**src/rtl/atb_pkg.sv**
```systemverilog
package atb_pkg;
    parameter int unsigned ATB_DW = 24;

    typedef enum logic [1:0] {
        OCC_NONE = 2'd0,
        OCC_ONE  = 2'd1,
        OCC_TWO  = 2'd2
    } occ_e;
endpackage

```
**src/rtl/atb_stages.sv**
```systemverilog
module atb_stages #(
    parameter int unsigned DW = atb_pkg::ATB_DW
) (
    input  logic          clk_i,
    input  logic          rst_ni,
    input  logic          push_i,
    input  logic [DW-1:0] push_data_i,
    input  logic          pop_i,
    output logic          head_vld_o,
    output logic [DW-1:0] head_data_o,
    output logic          full_o
);
    typedef struct packed {
        atb_pkg::occ_e occ;
        logic [DW-1:0] outs;   // output-side stage, oldest sample
        logic [DW-1:0] ins;    // input-side stage, newer sample
    } st_t;

    st_t st_d, st_q;

    always_comb begin
        st_d = st_q;
        unique case (st_q.occ)
            atb_pkg::OCC_NONE: begin
                if (push_i) begin
                    st_d.outs = push_data_i;
                    st_d.occ  = atb_pkg::OCC_ONE;
                end
            end
            atb_pkg::OCC_ONE: begin
                if (pop_i && push_i) begin
                    st_d.outs = push_data_i;
                end else if (pop_i) begin
                    st_d.occ = atb_pkg::OCC_NONE;
                end else if (push_i) begin
                    st_d.ins = push_data_i;
                    st_d.occ = atb_pkg::OCC_TWO;
                end
            end
            atb_pkg::OCC_TWO: begin
                // a write while full is dropped, even alongside a pop
                if (pop_i) begin
                    st_d.outs = st_q.ins;
                    st_d.occ  = atb_pkg::OCC_ONE;
                end
            end
            default: st_d.occ = atb_pkg::OCC_NONE;
        endcase
    end

    always_ff @(posedge clk_i or negedge rst_ni) begin
        if (!rst_ni) begin
            st_q <= '{occ: atb_pkg::OCC_NONE, outs: '0, ins: '0};
        end else begin
            st_q <= st_d;
        end
    end

    assign head_vld_o  = (st_q.occ != atb_pkg::OCC_NONE);
    assign head_data_o = st_q.outs;
    assign full_o      = (st_q.occ == atb_pkg::OCC_TWO);
endmodule

```
**src/rtl/atb_emit.sv**
```systemverilog
module atb_emit #(
    parameter int unsigned DW = atb_pkg::ATB_DW
) (
    input  logic          clk_i,
    input  logic          rst_ni,
    input  logic          req_i,
    input  logic          head_vld_i,
    input  logic [DW-1:0] head_data_i,
    output logic [DW-1:0] sample_o,
    output logic          underrun_o
);
    typedef struct packed {
        logic [DW-1:0] last;
        logic          urun;
    } em_t;

    em_t em_d, em_q;

    always_comb begin
        em_d      = em_q;
        em_d.urun = 1'b0;
        if (req_i) begin
            if (head_vld_i) begin
                em_d.last = head_data_i;
            end else begin
                em_d.urun = 1'b1;   // repeat last sample
            end
        end
    end

    always_ff @(posedge clk_i or negedge rst_ni) begin
        if (!rst_ni) begin
            em_q <= '{last: '0, urun: 1'b0};
        end else begin
            em_q <= em_d;
        end
    end

    assign sample_o   = em_q.last;
    assign underrun_o = em_q.urun;
endmodule

```
**src/rtl/aud_tx_buf2.sv**
```systemverilog
module aud_tx_buf2 #(
    parameter int unsigned DW = atb_pkg::ATB_DW
) (
    input  logic          clk_i,
    input  logic          rst_ni,
    input  logic          wr_en_i,
    input  logic [DW-1:0] wr_data_i,
    input  logic          req_i,
    output logic [DW-1:0] sample_o,
    output logic          space_o,
    output logic          underrun_o
);
    logic          head_vld;
    logic [DW-1:0] head_dat;
    logic          full;
    logic          pop;

    assign pop     = req_i & head_vld;
    assign space_o = ~full;

    atb_stages #(.DW(DW)) i_stages (
        .clk_i       (clk_i),
        .rst_ni      (rst_ni),
        .push_i      (wr_en_i),
        .push_data_i (wr_data_i),
        .pop_i       (pop),
        .head_vld_o  (head_vld),
        .head_data_o (head_dat),
        .full_o      (full)
    );

    atb_emit #(.DW(DW)) i_emit (
        .clk_i       (clk_i),
        .rst_ni      (rst_ni),
        .req_i       (req_i),
        .head_vld_i  (head_vld),
        .head_data_i (head_dat),
        .sample_o    (sample_o),
        .underrun_o  (underrun_o)
    );
endmodule

```
**config.mk**
```make
export PLATFORM = sky130hd
export DESIGN_NAME = aud_tx_buf2
export DESIGN_NICKNAME = d
export VERILOG_FILES = /design/src/rtl/atb_pkg.sv /design/src/rtl/atb_stages.sv /design/src/rtl/atb_emit.sv /design/src/rtl/aud_tx_buf2.sv
export SDC_FILE = /design/constraint.sdc
export NUM_CORES = 1
export LEC_CHECK = 0
export ABC_AREA = 1
export ABC_CLOCK_PERIOD_IN_PS = 1700
export BUFFER_PORTS_ARGS = -buffer_cell sky130_fd_sc_hd__buf_2
export CAP_MARGIN = 20
export CORE_UTILIZATION = 50
export DETAILED_ROUTE_END_ITERATION = 8
export PLACE_DENSITY = 0.81
export REMOVE_ABC_BUFFERS = 1
export SLEW_MARGIN = 20
export SYNTH_ARGS = -nofsm -noshare
export SYNTH_HDL_FRONTEND = slang
export SYNTH_HIERARCHICAL = 1
export SYNTH_SLANG_ARGS = --single-unit
```
**constraint.sdc**
```tcl
create_clock -name clk_i -period 1.7 [get_ports clk_i]
set_input_delay 0.255 -clock clk_i [delete_from_list [all_inputs] [get_ports clk_i]]
set_output_delay 0.255 -clock clk_i [all_outputs]
set_load 0.01 [all_outputs]
```
==> key figures <==
Timing
  • Min Hold Slack: roughly 0.16 ns
  • Relative slew slack: approximately three quarters
  • Setup TNS: 0 ns
  • Max Slew Vio Count: 0
  • Final count of negative-setup-slack endpoints: 0
  • Least-Margin Pin Slew: around 0.39 ns
  • RSZ-0062 raised after global routing: yes
  • Hold Vio Cnt, Final: 0
  • FMAX: between 0.6 and 0.7 GHz
  • Ratio of final minimum period to clock period: 95.1%
  • Clock Skew: ~0.0056 ns
  • Period minus WS final: 1.62 ns

GRT
  • GR Util met1: 27.7%
  • GRT busiest layer: met2
  • Initial antenna violation count: 0
  • First-pass GRT wire length: about 12000 microns
  • Grt ovf: 0
  • GR Util met3: 4.17%
  • Vias in the first global route: ~2600
  • Met2 usage: 29.8%
  • Total GRT Usage: approximately a fifth
  • Largest net degree at the start of global routing: 76

Logic synthesis
  • Post-synthesis cell count: about 440
  • Synthesized area per cell: around 8 sq um
  • XOR/XNOR Fraction of Synth Area: 0%
  • Mux cell area share after synthesis: 0%
  • Simple-Gate Fraction of Synth Area: a little under a third
  • Post-synth top area share: about half
  • Complex-gate fraction of the synthesized area: under 10%
  • Synth warn: 6
  • Combinational family with the most area after synthesis: simple AND/OR/NAND/NOR gates
  • Synth Area in Adders: 0%
  • Top cells by area, synth: dfrtp_1 52%, nand2_1 18%, nand3_1 10%
  • Sequential area share after synthesis: between 50% and 60%
  • Netlist cell types: 17
  • Post-synthesis cell area: ~0.0036 sq mm
  • Yosys top cell by area: dfrtp_1
  • Flops & latches, synth: 75

Setup path
  • WS Path Type: reg2reg
  • CP top delay family: simple AND/OR/NAND/NOR gates
  • Crit-path cells: nor2_1 > inv_1 > nand2_1 > inv_1 > inv_1 > nand3_2 > nand2_2 > inv_4 > nand3_1 > nand2_1
  • WP buf/inv: 4
  • CP required: a little under 2 ns
  • R2r startpoint: i_stages/st_q[48]
  • Slowest cell delay on critical path: around 0.43 ns
  • CP most frequent cell: inv_1
  • Max Fanout on Critical Path: 24
  • Slowest-stage cell, CP: dfrtp_1
  • Crit path DAT: ~1.9 ns
  • Crit Reg-Reg Endpoint: i_stages/head_data_o[23]
  • Critical Path Source Type: flop
  • R2r setup slk: 0.08 ns
  • R2R cell count: 10
  • CP endpoint kind: flop

Cells and area
  • Commonest non-fill, non-tap cell in the layout: nand2_1
  • Fillcell total: approximately 630
  • Multi-input gate area: around 0.0012 sq mm
  • Layout cell share with drive strength beyond 1: between 10% and 20%
  • Reg area: around 0.0019 sq mm
  • Diode count: 0
  • Commonest cells after routing, fill and taps aside: 170 x nand2_1, 75 x dfrtp_1, 73 x nand3_1
  • Nets: between 400 and 500
  • Post-route cell area: just under 0.004 sq mm
  • Area grow syn2layout: 9.72%

Clocking
  • Clk buf depth: 2
  • Worst-skew pair later-pin latency: about 0.35 ns
  • CTS Buf Count: 9
  • Htree depth: 3
  • Clk sinks: 75
  • Clk slew on worst S/H paths: roughly 0.07 ns
  • Root Buffer: clkbuf_8
  • CTS tree: done

Floorplan
  • I/O pins: between 50 and 60
  • Starting density of the core: about 52%
  • Die area: between 0.007 and 0.008 sq mm
  • Die Span X: between 80 and 90 microns
  • Core region area: approximately 0.0069 sq mm
  • Die Height: 87.0 microns
  • FP Rows: 30

Hold path
  • HP Class: in2reg
  • Hold path cells: 3
  • Hold_sp: wr_data_i[2]
  • Worst hold path endpoint: i_stages/st_q[2]

Detailed routing
  • WL final: around 7000 microns
  • Starting DRT DRC Count: 150
  • DRT Pass-1 Iters: 5
  • Via Count: between 2000 and 3000
  • Wire per inst: around 12 microns
  • Routed Antenna Nets: 0
  • DR vias/cell: between 5 and 6
  • Residual DRC count: 0

Placement
  • DP HPWL: between 4000 and 5000 microns
  • Port bufs: 53
  • Placed inst area: ~0.0037 sq mm
  • Placer Congestion: slightly above 0.8

Power
  • Peak VDD IR: between 0.6 and 0.7 mV
  • Sequential power share: 40.7%
  • Switching power: between 2 and 3 mW
  • Switch share: 39.1%
  • Cell Int Power: ~4.6 mW
  • Clock Power Share: between 20% and 30%
  • Gate power share: between 30% and 40%
  • Lkg Pwr: approximately 2.3 nW
  • Power per standard cell area: about 1900 mW/mm^2

Status
  • Status: complete, no violations

Flow run
  • Max-cap viol count: 0
==> repair_timing <==
action | 4_1_cts | 5_1_grt
gates resized for setup | 2 | 3
buffers inserted | 0 | 0
setup endpoints to repair | 22 | 25
hold buffers | 1 | 0
endpoints found under the hold margin | 75 | 0
cloned | 0 | 0
==> registers in the layout, indices dropped and copies added (netlist names) <==
name,count
i_stages/st_q,26
i_stages/head_data_o,24
i_emit/underrun_o,1
i_emit/sample_o,24
==> cell usage after synthesis (all sizes together) <==
| master | instances |
|---|---|
| buf | 45 |
| clkbuf | 5 |
| dfrtp | 75 |
| inv | 35 |
| nand2 | 176 |
| nand3 | 76 |
| nor2 | 4 |
| o21ai | 26 |
==> layer usage <==
metal	share of wire [%]	wire length [microns]
met4	2.7	188
met2	46	3210
met1	47	3270
met5	0	0
met3	4.9	341
==> worst register-to-register path, cell delays in order (launching register included) <==
cell     delay (ns)
dfrtp_1        0.43
nor2_1         0.16
inv_1          0.08
nand2_1        0.07
inv_1          0.08
inv_1          0.13
nand3_2        0.14
nand2_2        0.14
inv_4          0.11
nand3_1        0.11
nand2_1        0.06
==> logic make-up (layout without fill, tap and decap cells) <==
logic type / after synthesis / after routing
flops: 75 / 75
simple gates: 256 / 256
compound gates: 26 / 26
buf+inv: 85 / 114
==> power by group through the flow <==
stage          logic (mW)  clock network [mW]  registers, mW
2_1_floorplan        1.70                   0           3.19
3_3_place_gp         2.72                   0           3.06
3_5_place_dp         2.84                   0           3.10
4_1_cts              2.89                1.62           3.07
5_1_grt              3.31                1.72           3.17
6_report             2.90                1.58           3.07
==> cell type report <==
cell class,instances,share of cell area [%]
clock buffers,10,3.22
flip-flops and latches,75,47.3
clock inverters,5,2.59
repair buffers,64,9.24
well taps,96,3.03
inverters,35,3.37
multi-input cells,282,31.3
==> how the worst max path moves through the flow <==
stage,cells after the start,start,slack (ns),end
2_1_floorplan,9,i_stages/st_q[49],-0.89,i_stages/head_data_o[0]
3_3_place_gp,9,i_stages/st_q[48],0.16,i_stages/head_data_o[2]
3_5_place_dp,9,i_stages/st_q[48],-0.03,i_stages/head_data_o[9]
4_1_cts,10,i_stages/st_q[48],0.03,i_stages/head_data_o[13]
5_1_grt,10,i_stages/st_q[48],-0.005,i_stages/head_data_o[13]
6_report,10,i_stages/st_q[48],0.08,i_stages/head_data_o[23]
==> stage by stage <==
stage               instances  setup slack [ns]  power, mW  util (%)
floorplan                 392            -0.891       4.89         -
global placement          551             0.158       5.78      53.7
detailed placement        551           -0.0288       5.94      53.7
CTS                       567            0.0263       7.58      57.3
global route              567          -0.00523       8.20      57.4
finish                    567            0.0837       7.56      57.4
No activity file was read; power rests on OpenSTA's default activity.
